[config.mk]
export PLATFORM = sky130hd
export DESIGN_NAME = rtc_irq_combiner
export DESIGN_NICKNAME = d
export VERILOG_FILES = /design/src/rtl/rtc_irq_pkg.sv /design/src/rtl/rtc_irq_pend_bank.sv /design/src/rtl/rtc_irq_ctrl_reg.sv /design/src/rtl/rtc_irq_combine.sv /design/src/rtl/rtc_irq_combiner.sv
export SDC_FILE = /design/constraint.sdc
export NUM_CORES = 1
export LEC_CHECK = 0
export CELL_PAD_IN_SITES_DETAIL_PLACEMENT = 0
export CELL_PAD_IN_SITES_GLOBAL_PLACEMENT = 1
export CORE_UTILIZATION = 40
export CTS_CLUSTER_DIAMETER = 120
export CTS_CLUSTER_SIZE = 30
export DETAILED_ROUTE_END_ITERATION = 10
export DONT_BUFFER_PORTS = 1
export PLACE_DENSITY_LB_ADDON = 0.1
export SYNTH_ARGS = -nofsm -noshare
export SYNTH_HDL_FRONTEND = slang
export SYNTH_SLANG_ARGS = --single-unit
[constraint.sdc]
create_clock -name clk -period 0.96 [get_ports clk]
set_input_delay 0.288 -clock clk [delete_from_list [all_inputs] [get_ports clk]]
set_output_delay 0.288 -clock clk [all_outputs]
set_load 0.02 [all_outputs]
[src/rtl/rtc_irq_pkg.sv]
`timescale 1ns/1ps
package rtc_irq_pkg;
  localparam int DATA_W     = 8;
  localparam int ADDR_W     = 2;
  localparam int NUM_PER    = 3;
  localparam int NUM_EVT    = 2;
  localparam int GLOBAL_BIT = DATA_W - 1;

  localparam logic [ADDR_W-1:0] ADR_CTRL  = 2'd0;
  localparam logic [ADDR_W-1:0] ADR_PSTAT = 2'd1;
  localparam logic [ADDR_W-1:0] ADR_ESTAT = 2'd2;

  // periodic line: any enabled pending source, behind the global gate
  function automatic logic periodic_line(input logic [NUM_PER-1:0] pend,
                                         input logic [NUM_PER-1:0] en,
                                         input logic gate);
    return gate & (|(pend & en));
  endfunction

  // event line: each pending bit counts only while its function is armed
  function automatic logic event_line(input logic sw_pend, input logic sw_run,
                                      input logic al_pend, input logic al_on);
    return (sw_pend & sw_run) | (al_pend & al_on);
  endfunction

  // next state of a pending bit: a new event beats a clear
  function automatic logic pend_next(input logic cur, input logic set, input logic clr);
    return set | (cur & ~clr);
  endfunction
endpackage

[src/rtl/rtc_irq_pend_bank.sv]
`timescale 1ns/1ps
module rtc_irq_pend_bank #(
  parameter int WIDTH = 3
) (
  input  logic             clk,
  input  logic             rst_n,
  input  logic [WIDTH-1:0] set_i,
  input  logic [WIDTH-1:0] clr_i,
  output logic [WIDTH-1:0] pend_o
);
  import rtc_irq_pkg::*;

  for (genvar i = 0; i < WIDTH; i++) begin : g_bit
    always_ff @(posedge clk or negedge rst_n) begin
      if (!rst_n) pend_o[i] <= 1'b0;
      else        pend_o[i] <= pend_next(pend_o[i], set_i[i], clr_i[i]);
    end

    // an event always leaves the bit set
    a_r3_event_sets: assert property (@(posedge clk) disable iff (!rst_n)
      set_i[i] |=> pend_o[i]);
    // a one without a competing event clears
    a_r2_clear_one: assert property (@(posedge clk) disable iff (!rst_n)
      (clr_i[i] && !set_i[i]) |=> !pend_o[i]);
    // a pending bit without a clear holds
    a_r2_hold: assert property (@(posedge clk) disable iff (!rst_n)
      (pend_o[i] && !clr_i[i]) |=> pend_o[i]);
  end
endmodule

[src/rtl/rtc_irq_ctrl_reg.sv]
`timescale 1ns/1ps
module rtc_irq_ctrl_reg #(
  parameter int DATA_W = 8
) (
  input  logic              clk,
  input  logic              rst_n,
  input  logic              we_i,
  input  logic [DATA_W-1:0] wdata_i,
  output logic [DATA_W-1:0] ctrl_o
);
  always_ff @(posedge clk or negedge rst_n) begin
    if (!rst_n)    ctrl_o <= '0;
    else if (we_i) ctrl_o <= wdata_i;
  end

  // stored value follows the last write
  a_r10_store: assert property (@(posedge clk) disable iff (!rst_n)
    we_i |=> (ctrl_o == $past(wdata_i)));
  a_r10_keep: assert property (@(posedge clk) disable iff (!rst_n)
    !we_i |=> $stable(ctrl_o));
endmodule

[src/rtl/rtc_irq_combine.sv]
`timescale 1ns/1ps
module rtc_irq_combine #(
  parameter int NUM_PER = 3
) (
  input  logic [NUM_PER-1:0] per_pend_i,
  input  logic [NUM_PER-1:0] per_en_i,
  input  logic               gate_i,
  input  logic               sw_pend_i,
  input  logic               sw_run_i,
  input  logic               al_pend_i,
  input  logic               al_on_i,
  output logic               irq_per_o,
  output logic               irq_evt_o
);
  import rtc_irq_pkg::*;
  always_comb begin
    irq_per_o = periodic_line(per_pend_i, per_en_i, gate_i);
    irq_evt_o = event_line(sw_pend_i, sw_run_i, al_pend_i, al_on_i);
  end
endmodule

[src/rtl/rtc_irq_combiner.sv]
`timescale 1ns/1ps
module rtc_irq_combiner
  import rtc_irq_pkg::*;
(
  input  logic              clk,
  input  logic              rst_n,
  input  logic              wr_en_i,
  input  logic [ADDR_W-1:0] wr_addr_i,
  input  logic [DATA_W-1:0] wr_data_i,
  input  logic [ADDR_W-1:0] rd_addr_i,
  output logic [DATA_W-1:0] rd_data_o,
  input  logic              tick_sec_i,
  input  logic              tick_min_i,
  input  logic              tick_hour_i,
  input  logic              sw_expire_i,
  input  logic              alarm_match_i,
  input  logic              sw_running_i,
  input  logic              alarm_on_i,
  output logic              irq_periodic_o,
  output logic              irq_event_o,
  output logic              wake_periodic_o,
  output logic              wake_event_o
);
  // named internal events
  logic               wr_ctrl, wr_pclr, wr_eclr;
  logic [DATA_W-1:0]  ctrl_q;
  logic [NUM_PER-1:0] per_en, per_set, per_clr, per_pend;
  logic [NUM_EVT-1:0] evt_set, evt_clr, evt_pend;
  logic               glb_en;

  assign wr_ctrl = wr_en_i && (wr_addr_i == ADR_CTRL);
  assign wr_pclr = wr_en_i && (wr_addr_i == ADR_PSTAT);
  assign wr_eclr = wr_en_i && (wr_addr_i == ADR_ESTAT);

  assign per_set = {tick_hour_i, tick_min_i, tick_sec_i};
  assign evt_set = {alarm_match_i, sw_expire_i};
  assign per_clr = wr_pclr ? wr_data_i[NUM_PER-1:0] : '0;
  assign evt_clr = wr_eclr ? wr_data_i[NUM_EVT-1:0] : '0;
  assign per_en  = ctrl_q[NUM_PER-1:0];
  assign glb_en  = ctrl_q[GLOBAL_BIT];

  rtc_irq_ctrl_reg #(.DATA_W(DATA_W)) u_ctrl (
    .clk(clk), .rst_n(rst_n), .we_i(wr_ctrl), .wdata_i(wr_data_i), .ctrl_o(ctrl_q));

  rtc_irq_pend_bank #(.WIDTH(NUM_PER)) u_per (
    .clk(clk), .rst_n(rst_n), .set_i(per_set), .clr_i(per_clr), .pend_o(per_pend));

  rtc_irq_pend_bank #(.WIDTH(NUM_EVT)) u_evt (
    .clk(clk), .rst_n(rst_n), .set_i(evt_set), .clr_i(evt_clr), .pend_o(evt_pend));

  rtc_irq_combine #(.NUM_PER(NUM_PER)) u_comb (
    .per_pend_i(per_pend), .per_en_i(per_en), .gate_i(glb_en),
    .sw_pend_i(evt_pend[0]), .sw_run_i(sw_running_i),
    .al_pend_i(evt_pend[1]), .al_on_i(alarm_on_i),
    .irq_per_o(irq_periodic_o), .irq_evt_o(irq_event_o));

  always_ff @(posedge clk or negedge rst_n) begin
    if (!rst_n) begin
      wake_periodic_o <= 1'b0;
      wake_event_o    <= 1'b0;
    end else begin
      wake_periodic_o <= irq_periodic_o;
      wake_event_o    <= irq_event_o;
    end
  end

  always_comb begin
    rd_data_o = '0;
    unique case (rd_addr_i)
      ADR_CTRL:  rd_data_o = ctrl_q;
      ADR_PSTAT: rd_data_o[NUM_PER-1:0] = per_pend;
      ADR_ESTAT: rd_data_o[NUM_EVT-1:0] = evt_pend;
      default:   rd_data_o = '0;
    endcase
  end

  // no periodic interrupt while the gate is shut
  a_r5_gate_blocks: assert property (@(posedge clk) disable iff (!rst_n)
    !glb_en |-> !irq_periodic_o);
  // a periodic interrupt needs an enabled pending source
  a_r4_needs_source: assert property (@(posedge clk) disable iff (!rst_n)
    irq_periodic_o |-> (|(per_pend & per_en)));
  // the event line needs an armed function
  a_r6_needs_arming: assert property (@(posedge clk) disable iff (!rst_n)
    irq_event_o |-> (sw_running_i || alarm_on_i));
  // wake requests trail the interrupt lines by one cycle
  a_r8_wake_per: assert property (@(posedge clk) disable iff (!rst_n)
    irq_periodic_o |=> wake_periodic_o);
  a_r8_wake_evt: assert property (@(posedge clk) disable iff (!rst_n)
    !irq_event_o |=> !wake_event_o);
endmodule

# Word level (Yosys, flattened, before mapping)
# Cells that the tools add are included.
dict set report word_totals {
  register_bits 15
  out_inout_bits 12
  input_bits 22
  elab_cells 43
}
dict set report classes {
  n_mux 5
  n_reduce_logical 6
  bitwise_logic 20
  n_eq_ne 4
}
# cell n
set ops {}
lappend ops {{bitwise AND 1 bit} 8}
lappend ops {{bitwise OR 1 bit} 6}
lappend ops {{one-hot mux 2 bit (3 select lines)} 1}
lappend ops {{2-to-1 mux 5 bit} 1}
lappend ops {{NOT 1 bit} 5}
lappend ops {{== test 2 x 1 -> 1 bit, second input constant} 2}
lappend ops {{== test 2 bit, second input constant} 2}
lappend ops {{logical NOT 2 bit} 2}
lappend ops {{bitwise AND 3 bit} 1}
lappend ops {{logical AND 1 bit} 3}
lappend ops {{2-to-1 mux 3 bit} 1}
lappend ops {{OR reduction 3 bit} 1}
lappend ops {{2-to-1 mux 2 bit} 1}
lappend ops {{one-hot mux 1 bit (2 select lines)} 1}

# Logic depth before layout (Yosys ltp)
# Gate-level depths: netlist (run 1).
dict set report depth {
  word_depth 6
  depth_mapped 2
  depth_no_buf 2
}

# Cells and area by module
# From an unflattened synthesis (run 1), not the netlist that was laid out.
dict set report unflattened {
  cells_unflattened 59
  hier_area_um2 743.2
}
# mod cells_per_inst n_inst seq_area_each_um2 area_each_um2
set modules_own_cells {}
lappend modules_own_cells {rtc_irq_ctrl_reg 17 1 200.2 331.6}
lappend modules_own_cells {rtc_irq_combiner 24 1 50.0 205.2}
lappend modules_own_cells {{rtc_irq_pend_bank (u_per)} 9 1 75.1 108.9}
lappend modules_own_cells {{rtc_irq_pend_bank (u_evt)} 6 1 50.0 72.6}
lappend modules_own_cells {rtc_irq_combine 3 1 0.0 25.0}

# Least setup slack after synthesis (run 1)
# No wires, ideal clock.
dict set report synth_path {
  kind {reg-to-output}
  from {reg u_ctrl.ctrl_o[0]}
  to {out irq_periodic_o}
  required_ns 0.672
  arrival_ns 0.841
  stages_incl_launch_ff 3
  n_path_buf 0
  slack_ns -0.169
  cell_sequence {dfrtp_1 a222oi_1 nor2b_1}
}
dict set report synth_between {
  elab_chain_len 3
}
# item line_no
set synth_rtl {}
lappend synth_rtl {{start, declared} rtc_irq_ctrl_reg.sv:9} ;# output logic [DATA_W-1:0] ctrl_o
lappend synth_rtl {{start signal, assigned} rtc_irq_ctrl_reg.sv:13} ;# else if (we_i) ctrl_o <= wdata_i;
lappend synth_rtl {{bitwise AND 3 bit} rtc_irq_pkg.sv:17} ;# return gate & (|(pend & en));
lappend synth_rtl {{OR reduction 3 bit} rtc_irq_pkg.sv:17}
lappend synth_rtl {{bitwise AND 1 bit} rtc_irq_pkg.sv:17}
lappend synth_rtl {{end, declared} rtc_irq_combiner.sv:19} ;# output logic irq_periodic_o,
# No other way between the ends.

# Worst setup path after layout (run 1)
dict set report layout_path {
  from {reg u_per.pend_o[0]}
  to {out irq_periodic_o}
}
dict set report layout_between {
  elab_chain_len 3
}
# item line_no
set layout_rtl {}
lappend layout_rtl {{start, declared} rtc_irq_pend_bank.sv:9} ;# output logic [WIDTH-1:0] pend_o
lappend layout_rtl {{start signal, assigned by index} rtc_irq_pend_bank.sv:16} ;# else pend_o[i] <= pend_next(pend_o[i], set_i[i], clr_i[i]);
lappend layout_rtl {{bitwise AND 3 bit} rtc_irq_pkg.sv:17}
lappend layout_rtl {{OR reduction 3 bit} rtc_irq_pkg.sv:17}
lappend layout_rtl {{bitwise AND 1 bit} rtc_irq_pkg.sv:17}
# No other way between the ends.

==> results of run 1 <==
[through the flow]
step           total power, µW  cells  instance area, µm²  worst slack [ns]  hold WS [ns]
5_1_grt                   1660     86               980.9           -0.6587       0.07161
6_report                  1579     86               980.9           -0.5896       0.08128
3_3_place_gp              1074     76               809.5           -0.2076     -0.007238
2_1_floorplan            981.2     50               701.9           -0.1695     -0.007591
3_5_place_dp              1085     76               809.5           -0.2793     -0.007320
4_1_cts                   1572     86               948.4           -0.6076       0.07724
[logic make-up (layout without fill, tap and decap cells)]
family,after synthesis,count (layout),share of synthesized area
mux,11,11,0.1758
buf+inv,0,20,0
flops,15,15,0.5495
compound gates,9,9,0.1081
simple gates,15,15,0.1667
[layout by cell type, fill, tap and decap left out, types with 2 or more instances in the layout]
master     n
dfrtp_1   13
buf_4      7
clkbuf_4   3
and2_4     5
buf_6      7
mux2i_4    2
mux2_2     7
nand4b_1   5
dfrtp_2    2
a21o_1     5
[sequential cells by signal (all words and copies together) (netlist names)]
register,count
wake_event_o,1
u_per.pend_o,3
u_evt.pend_o,2
wake_periodic_o,1
u_ctrl.ctrl_o,8
[timing repair]
action / in CTS / in global routing
gates resized for setup: 16 / 9
endpoints found under the setup margin: 13 / 30
endpoints found under the hold margin: 15 / 0
buffers inserted: 5 / 0
pin swaps: 5 / 2
hold buffers: 1 / 0
[where the power goes]
group / internal, µW / total, µW / switching [µW]
Combinational: 254 / 425 / 170
Sequential: 718 / 784 / 65.8
Clock: 158 / 371 / 213
Total: 1130 / 1580 / 448
[cell type report]
cell class                 count  share of cell area
clock buffer                   3             0.02296
tap                           16             0.02041
sequential                    15              0.3852
clock inverter                 1            0.007653
multi-input combinational     35              0.3967
timing repair buffer          16              0.1671
[layer usage]
metal / wire length (µm) / vias to the layer above
met5: 0 / -
met4: 10 / 0
met3: 104 / 2
met2: 842 / 20
met1: 581 / 271
li1: - / 232
[final timing paths]
kind                       slack (ns)                           end
setup / recovery                -0.59                irq_periodic_o
hold / removal                   0.08     wake_periodic_o$_DFF_PN0_
setup reg to reg                -0.16     wake_periodic_o$_DFF_PN0_
hold reg to reg                  0.51  u_ctrl.ctrl_o[5]$_DFFE_PN0P_
max in group asynchronous        0.43     u_evt.pend_o[1]$_DFF_PN0_
min in group clk                 0.09     u_evt.pend_o[0]$_DFF_PN0_
[critical path, delay by kind of cell (launching register included)]
kind / cells / cell delay [ns]
AOI/OAI and AO/OA: 1 / 0.43
DFF: 1 / 0.39
and+or+nand+nor: 1 / 0.16
==> impl_metrics.env, run 1 <==
export IMPL_critPathCaptureType="output pin"
export IMPL_fin_ws_ns=-0.5896
export IMPL_timing_final_crit_share=1.614
export IMPL_syn2layout_area_growth_pct=43.59
export IMPL_vias_per_cell=6.105
export IMPL_fmax_mhz=645.3
export IMPL_die_w_um=43.33
export IMPL_cp_cell_sequence="a222oi_1 > nor2b_2"
export IMPL_nNetsFinal=93
export IMPL_grt_busiest_layer="met2"
export IMPL_synth_most_common_cell="dfrtp_1"
export IMPL_placementRows=14
export IMPL_worstMarginPinSlew_ns=0.6443
export IMPL_violations="design-rule violations, negative setup slack"
export IMPL_syn_nets=72
export IMPL_drc_errors=4
export IMPL_status="complete, but fails checks"
export IMPL_grt_pass1_wl_um=2435
export IMPL_cp_arrival_ns=1.26
export IMPL_synth_cells_most_frequent="15 x dfrtp_1, 8 x mux2_2, 5 x a21o_1, 5 x and2_1, 5 x nand4b_1"
export IMPL_setup_viol=14
export IMPL_start_util=0.4382
export IMPL_fin_util=0.6292
export IMPL_vdd_ir_drop_max_v=0.001052
export IMPL_insertion_delay_ns=0.28
export IMPL_grt_setup_unrepaired="yes"
export IMPL_dp_hpwl_um=1173
export IMPL_synthArstFlopShare=1.000
export IMPL_powerDensity_nw_per_um2=1610
export IMPL_grt_usage=0.1849
export IMPL_ios=34
export IMPL_routabilityCongestion=0.7153
export IMPL_die_area_um2=1877
export IMPL_avgRoutedWirePerCell_um=17.91
export IMPL_p_leak_uw=0.0003945
export IMPL_synth_seq_area_share=0.5495
export IMPL_ys_seq_elements=15
export IMPL_multi_input_area_um2=389.1
export IMPL_postSynthCellCount=50
export IMPL_skew_ns=0.001126
export IMPL_period_minus_slack_ns=1.550
export IMPL_r2r_start="u_per.pend_o[0]$_DFF_PN0_"
export IMPL_tns_ns=-3.437
export IMPL_clk_pin_slew_ns=0.09
export IMPL_ant_nets=0
export IMPL_dr_pass1_iters=7
export IMPL_initialDrtViolationCount=15
export IMPL_ys_types=12
export IMPL_yosysTopAreaCell="dfrtp_1"
export IMPL_fp_dieH_um=43.33
export IMPL_numClockSinks=15
export IMPL_grt_ovfl_total=0
export IMPL_io_buffers=0
export IMPL_worstPathMaxFanout=2
export IMPL_yosysTopAreaCellShare=0.5495
export IMPL_slew_violations=0
export IMPL_max_stage_delay_ns=0.43
export IMPL_yosys_warnings=0
export IMPL_cp_start_kind="flop"
export IMPL_final_hold_viol_count=0
export IMPL_design_core_area_um2=1559
export IMPL_drive_gt1_frac=0.6000
export IMPL_min_path_type="input port to async pin"
export IMPL_slew_headroom=0.5704
export IMPL_seq_area_um2=377.9
export IMPL_use_met2=0.3182
export IMPL_cts_root_buffer="clkbuf_4"
export IMPL_synth_area_leaders="dfrtp_1 55%, mux2_2 13%, nand4b_1 6.4%, a21o_1 5.5%, and2_1 4.6%"
export IMPL_grt_start_max_net_pins=16
export IMPL_diodes=0
export IMPL_grt_pass1_vias=541
export IMPL_antenna_found_initial=0
export IMPL_grt_use_met1=0.2082
export IMPL_critical_path_required_ns=0.67
export IMPL_synth_flop_cell="dfrtp_1"
export IMPL_syn_area_um2=683.2
export IMPL_grtUsageMet3=0.05106
export IMPL_reg2reg_depth=2
export IMPL_clockBufferDepth=2
export IMPL_synth_edf_count=0
export IMPL_cts_made_buffers=3
export IMPL_cts_tree="yes"
export IMPL_avgSynthCellArea_um2=13.66
export IMPL_startpoint="u_per.pend_o[0]$_DFF_PN0_"
export IMPL_htreeDepth=1
export IMPL_max_cap_violations=0
export IMPL_fillers=121
export IMPL_critical_path_class="flop to output pin"
export IMPL_wl_um=1540
export IMPL_vias=525
export IMPL_worst_path_max_delay_cell="a222oi_1"
(Power assumes the default switching activity.)
==> run 2, diff against run 1 <==
- CORE_UTILIZATION: 40 -> 47
- clock period: 0.96 -> 2 ns (I/O delays scaled with it)
==> impl_metrics.env, run 2 (same netlist as run 1, synthesis figures left out) <==
export IMPL_reg_top3="u_ctrl.ctrl_o (8), u_per.pend_o (3), u_evt.pend_o (2)"
export IMPL_min_path_type="input port to flop"
export IMPL_highest_layer="met4"
export IMPL_grt_setup_unrepaired="no"
export IMPL_critical_path_required_ns=1.40
export IMPL_vdd_ir_drop_max_v=0.0004665
export IMPL_setup_viol=0
export IMPL_worstPathMaxFanout=3
export IMPL_cp_cell_sequence="a222oi_1 > nor2b_1"
export IMPL_cp_start_kind="flop"
export IMPL_worstMarginPinSlew_ns=0.6697
export IMPL_crit_family="flip-flops"
export IMPL_skew_ns=0.004480
export IMPL_avgRoutedWirePerCell_um=17.64
export IMPL_powerDensity_nw_per_um2=869.2
export IMPL_reg2reg_slack_ns=0.91
export IMPL_fp_dieH_um=40.13
export IMPL_wl_met1_um=489
export IMPL_antenna_found_initial=0
export IMPL_max_stage_delay_ns=0.42
export IMPL_timing_final_crit_share=0.9077
export IMPL_cts_tree="yes"
export IMPL_grt_ovfl_total=0
export IMPL_slew_violations=0
export IMPL_dp_hpwl_um=1003
export IMPL_final_hold_viol_count=0
export IMPL_clk_pin_slew_ns=0.09
export IMPL_status="completed"
export IMPL_critPathCaptureType="output pin"
export IMPL_ios=34
export IMPL_dpl_cell_count=67
export IMPL_final_common_cell="dfrtp_1"
export IMPL_numClockSinks=15
export IMPL_nNetsFinal=80
export IMPL_crit_buf_inv=0
export IMPL_grt_start_max_net_pins=16
export IMPL_vias_per_cell=6.361
export IMPL_cts_made_buffers=3
export IMPL_design_core_area_um2=1334
export IMPL_io_buffers=0
export IMPL_clockBufferDepth=2
export IMPL_grt_pass1_wl_um=1725
export IMPL_insertion_delay_ns=0.28
export IMPL_placementRows=13
export IMPL_cts_root_buffer="clkbuf_4"
export IMPL_drive_gt1_frac=0.2456
export IMPL_routabilityCongestion=0.7079
export IMPL_diodes=0
export IMPL_syn2layout_area_growth_pct=10.26
export IMPL_slew_headroom=0.5521
export IMPL_ant_nets=0
export IMPL_grt_pass1_vias=400
export IMPL_worst_path_max_delay_cell="dfrtp_1"
export IMPL_top_register="u_ctrl.ctrl_o"
export IMPL_grt_usage=0.1727
export IMPL_largest_reg_flops=8
export IMPL_wl_um=1270
export IMPL_layout_cells_non_filler=72
export IMPL_p_leak_uw=0.0002965
export IMPL_fin_util=0.5647
export IMPL_cp_arrival_ns=1.22
export IMPL_mostFrequentLayoutCells="15 x dfrtp_1, 8 x mux2_2, 5 x and2_1, 5 x nand4b_1, 5 x a21o_1"
export IMPL_dr_pass1_iters=4
export IMPL_wl_met3_um=117
export IMPL_drc_errors=0
export IMPL_period_minus_slack_ns=1.815
export IMPL_vias=458
export IMPL_die_area_um2=1610
export IMPL_max_cap_violations=0
export IMPL_htreeDepth=1
export IMPL_fmax_mhz=550.8
export IMPL_tns_ns=0
export IMPL_start_util=0.5122
export IMPL_critical_path_class="flop to output pin"
export IMPL_initialDrtViolationCount=17
export IMPL_wl_met2_um=652
export IMPL_die_w_um=40.13
==> run 2: cell count changes in the layout (fill, tap and decap cells not counted), sizes merged <==
| cell | before | now |
|---|---|---|
| buf | 15 | 2 |
| dlygate4sd3 | 0 | 1 |
| clkinvlp | 1 | 0 |
| clkbuf | 3 | 4 |
| dlymetal6s4s | 1 | 0 |
==> run 2: layout make-up <==
cell class                      instances  area, µm²
Timing Repair Buffer                    3      25.02
Sequential cell                        15      375.4
Multi-Input combinational cell         35      307.8
Tap cell                               15      18.77
Clock buffer                            4      26.28
Fill cell                             118      580.6
==> run 2: worst register-to-register path, delay by kind of cell, from the launching register on <==
kind / cells / cell delay (ns)
flops: 1 / 0.42
simple gates: 1 / 0.19
compound gates: 1 / 0.33
==> run 2: power breakdown <==
part | switching (µW) | total [µW] | internal [µW]
clock | 90.9 | 168 | 77.3
combinational | 57.0 | 111 | 53.9
sequential | 32.0 | 376 | 344
total | 180 | 655 | 475
==> run 2: layer usage <==
layer / global-route usage / vias up
met5: 0 / -
met4: 0.1293 / 0
met3: 0.04444 / 2
met2: 0.2540 / 22
met1: 0.2155 / 225
li1: - / 209
==> run 2: timing repair <==
item | 4_1_cts | 5_1_grt
setup endpoints to repair | 0 | 0
hold buffers | 1 | 0
hold endpoints to repair | 15 | 0
buffers inserted | 0 | 0
gates resized for setup | 0 | 0
==> run 2: through the flow <==
stage / cell area [µm²] / total power (µW) / setup WS (ns) / hold slack, ns
3_3_place_gp: 716.9 / 482.0 / 0.3314 / 0.3047
3_5_place_dp: 716.9 / 487.9 / 0.2638 / 0.3047
6_report: 753.2 / 654.7 / 0.1846 / 0.4052
5_1_grt: 753.2 / 690.6 / 0.1032 / 0.4035
2_1_floorplan: 683.2 / 464.3 / 0.3369 / 0.3044
4_1_cts: 753.2 / 664.0 / 0.1534 / 0.3997
==> run 2: worst paths after layout <==
check / from / to / cells past startpoint
max in group asynchronous: rst_n / u_ctrl.ctrl_o[6]$_DFFE_PN0P_ / 1
setup / recovery: u_ctrl.ctrl_o[2]$_DFFE_PN0P_ / irq_periodic_o / 2
hold / removal: alarm_match_i / u_evt.pend_o[1]$_DFF_PN0_ / 1
min in group asynchronous: rst_n / u_ctrl.ctrl_o[1]$_DFFE_PN0P_ / 1
setup reg to reg: u_ctrl.ctrl_o[2]$_DFFE_PN0P_ / wake_periodic_o$_DFF_PN0_ / 2
hold reg to reg: u_ctrl.ctrl_o[6]$_DFFE_PN0P_ / u_ctrl.ctrl_o[6]$_DFFE_PN0P_ / 1
==> run 3, diff against run 2 <==
- CORE_MARGIN: unset -> 1
- CORE_UTILIZATION: 47 -> 35
- SYNTH_HIERARCHICAL: unset -> 1
==> impl_metrics.env, run 3 <==
export IMPL_grt_ovfl_total=0
export IMPL_postSynthCellCount=59
export IMPL_cts_root_buffer="clkbuf_4"
export IMPL_vias=448
export IMPL_cp_cell_sequence="a222oi_1 > nor2b_1"
export IMPL_yosysTopAreaCellShare=0.5051
export IMPL_top_register="u_ctrl/ctrl_o"
export IMPL_status="completed"
export IMPL_numClockSinks=15
export IMPL_avgSynthCellArea_um2=12.60
export IMPL_grt_start_max_net_pins=9
export IMPL_worstMarginPinSlew_ns=0.4589
export IMPL_synth_cells_most_frequent="15 x dfrtp_1, 8 x and2_1, 8 x mux2_4"
export IMPL_clk_pin_slew_ns=0.08
export IMPL_worst_path_max_delay_cell="dfrtp_1"
export IMPL_cp_start_kind="flop"
export IMPL_layout_cells_non_filler=93
export IMPL_syn_area_um2=743.2
export IMPL_skew_ns=0.001635
export IMPL_dp_hpwl_um=1043
export IMPL_synth_area_leaders="dfrtp_1 51%, mux2_4 16%, and2_1 6.7%, a21o_1 5.1%, mux2i_1 4.0%"
export IMPL_placementRows=16
export IMPL_setup_viol=0
export IMPL_syn_nets=81
export IMPL_worstPathMaxFanout=3
export IMPL_antenna_found_initial=0
export IMPL_start_util=0.3750
export IMPL_ys_types=16
export IMPL_slew_headroom=0.6935
export IMPL_initialDrtViolationCount=10
export IMPL_drive_gt1_frac=0.2273
export IMPL_period_minus_slack_ns=1.839
export IMPL_routabilityCongestion=0.6971
export IMPL_wl_um=1317
export IMPL_dpl_cell_count=87
export IMPL_cp_arrival_ns=1.24
export IMPL_cts_made_buffers=3
export IMPL_critPathCaptureType="output pin"
export IMPL_cts_setup_buffers=0
export IMPL_critical_path_class="flop to output pin"
export IMPL_cts_tree="yes"
export IMPL_grt_pass1_wl_um=1945
export IMPL_reg_top3="u_ctrl/ctrl_o (8), u_per/pend_o (3), u_evt/pend_o (2)"
export IMPL_drc_errors=0
export IMPL_synth_edf_count=0
export IMPL_diodes=0
export IMPL_ys_seq_elements=15
export IMPL_fp_dieH_um=48.08
export IMPL_synthArstFlopShare=1.000
export IMPL_yosys_warnings=6
export IMPL_synth_flop_cell="dfrtp_1"
export IMPL_ios=34
export IMPL_final_common_cell="dfrtp_1"
export IMPL_design_core_area_um2=1982
export IMPL_ant_nets=0
export IMPL_mostFrequentLayoutCells="15 x dfrtp_1, 8 x and2_1, 8 x mux2_4"
export IMPL_max_stage_delay_ns=0.40
export IMPL_htreeDepth=1
export IMPL_avgRoutedWirePerCell_um=14.16
export IMPL_reg2reg_depth=2
export IMPL_io_buffers=0
export IMPL_nNetsFinal=89
export IMPL_slew_violations=0
export IMPL_min_path_type="input port to flop"
export IMPL_grt_setup_unrepaired="no"
export IMPL_die_area_um2=2312
export IMPL_fmax_mhz=543.8
export IMPL_clockBufferDepth=2
export IMPL_powerDensity_nw_per_um2=811.9
export IMPL_whs_path_depth=1
export IMPL_die_w_um=48.08
export IMPL_dr_pass1_iters=4
export IMPL_grt_usage=0.1281
export IMPL_vias_per_cell=4.817
export IMPL_synth_most_common_cell="dfrtp_1"
export IMPL_grt_pass1_vias=409
export IMPL_yosysTopAreaCell="dfrtp_1"
export IMPL_max_cap_violations=0
export IMPL_vdd_ir_drop_max_v=0.0002881
export IMPL_tns_ns=0
export IMPL_final_hold_viol_count=0
export IMPL_p_leak_uw=0.0003577
export IMPL_critical_path_required_ns=1.40
export IMPL_timing_final_crit_share=0.9195
export IMPL_synth_seq_area_share=0.5051
export IMPL_insertion_delay_ns=0.27
export IMPL_syn2layout_area_growth_pct=11.28
export IMPL_largest_reg_flops=8
## run 3: cell count changes in the layout (fill, tap and decap cells not counted)
| cell | delta |
|---|---|
| nor2_2 | +1 |
| mux2_2 | -8 |
| buf_4 | +1 |
| nor2b_1 | +2 |
| dlygate4sd3_1 | +1 |
| mux2_4 | +8 |
| inv_1 | +5 |
| nor2_1 | -1 |
| nor3b_4 | -1 |
| and2_1 | +3 |
| nand4b_1 | -5 |
| and3_1 | +2 |
| and3b_1 | +1 |
## run 3: timing repair
| action | CTS | global route |
|---|---|---|
| hold endpoints to repair | 8 | 7 |
| hold buffers | 1 | 1 |
| gates resized for setup | 0 | 0 |
## run 3: worst paths after layout
check,to,startpoint,slack [ns]
min reg2reg,u_ctrl/ctrl_o[4]$_DFFE_PN0P_,u_ctrl/ctrl_o[4]$_DFFE_PN0P_,0.51
max,irq_periodic_o,u_per/pend_o[0]$_DFF_PN0_,0.16
max reg2reg,wake_periodic_o$_DFF_PN0_,u_per/pend_o[0]$_DFF_PN0_,0.88
min in group asynchronous,wake_event_o$_DFF_PN0_,rst_n,0.64
max in group asynchronous,u_ctrl/ctrl_o[2]$_DFFE_PN0P_,rst_n,1.05
min,u_per/pend_o[0]$_DFF_PN0_,tick_sec_i,0.41
## run 3: worst max-delay path: cells and delay by family (launching register included)
family,cells,cell delay [ns]
AND/OR/NAND/NOR,1,0.20
flip-flops,1,0.40
AO/OA/AOI/OAI,1,0.37
## run 3: cell type report
class | instances | area (µm²)
Clock buffer | 4 | 26.28
Fill cell | 199 | 1155
Inverter | 5 | 18.77
Multi-Input combinational cell | 37 | 330.3
Sequential cell | 15 | 375.4
Tap cell | 27 | 33.78
Timing Repair Buffer | 5 | 42.54
## run 3: report_power, final
part	switching (µW)	internal [µW]
logic	61.2	72.6
clock network	85.2	77.2
registers	31.7	344
total	178	493
## run 3: routing by layer
layer,vias up,global-route usage,wire [µm]
met5,-,0,0
met4,0,0.06667,8
met3,2,0.03774,118
met2,21,0.1568,578
met1,209,0.1963,612
li1,216,-,-
## run 3: through the flow
step	util	area, µm²	hold WS (ns)	worst slack (ns)	total power, µW
3_3_place_gp	0.3939	780.7	0.3048	0.3155	508.2
4_1_cts	0.4122	817.0	0.0001836	0.1354	683.3
2_1_floorplan	-	743.2	0.3044	0.1853	488.6
5_1_grt	0.4173	827.0	0.3889	0.08410	718.8
3_5_place_dp	0.3939	780.7	0.3048	0.3479	508.6
6_report	0.4173	827.0	0.4145	0.1610	671.5
## run 3: logic make-up after synthesis
group / after synthesis / synth area share
and+or+nand+nor: 17 / 0.1431
DFF: 15 / 0.5051
muxes: 11 / 0.2020
AOI/OAI and AO/OA: 9 / 0.09934
buffers and inverters: 7 / 0.05051
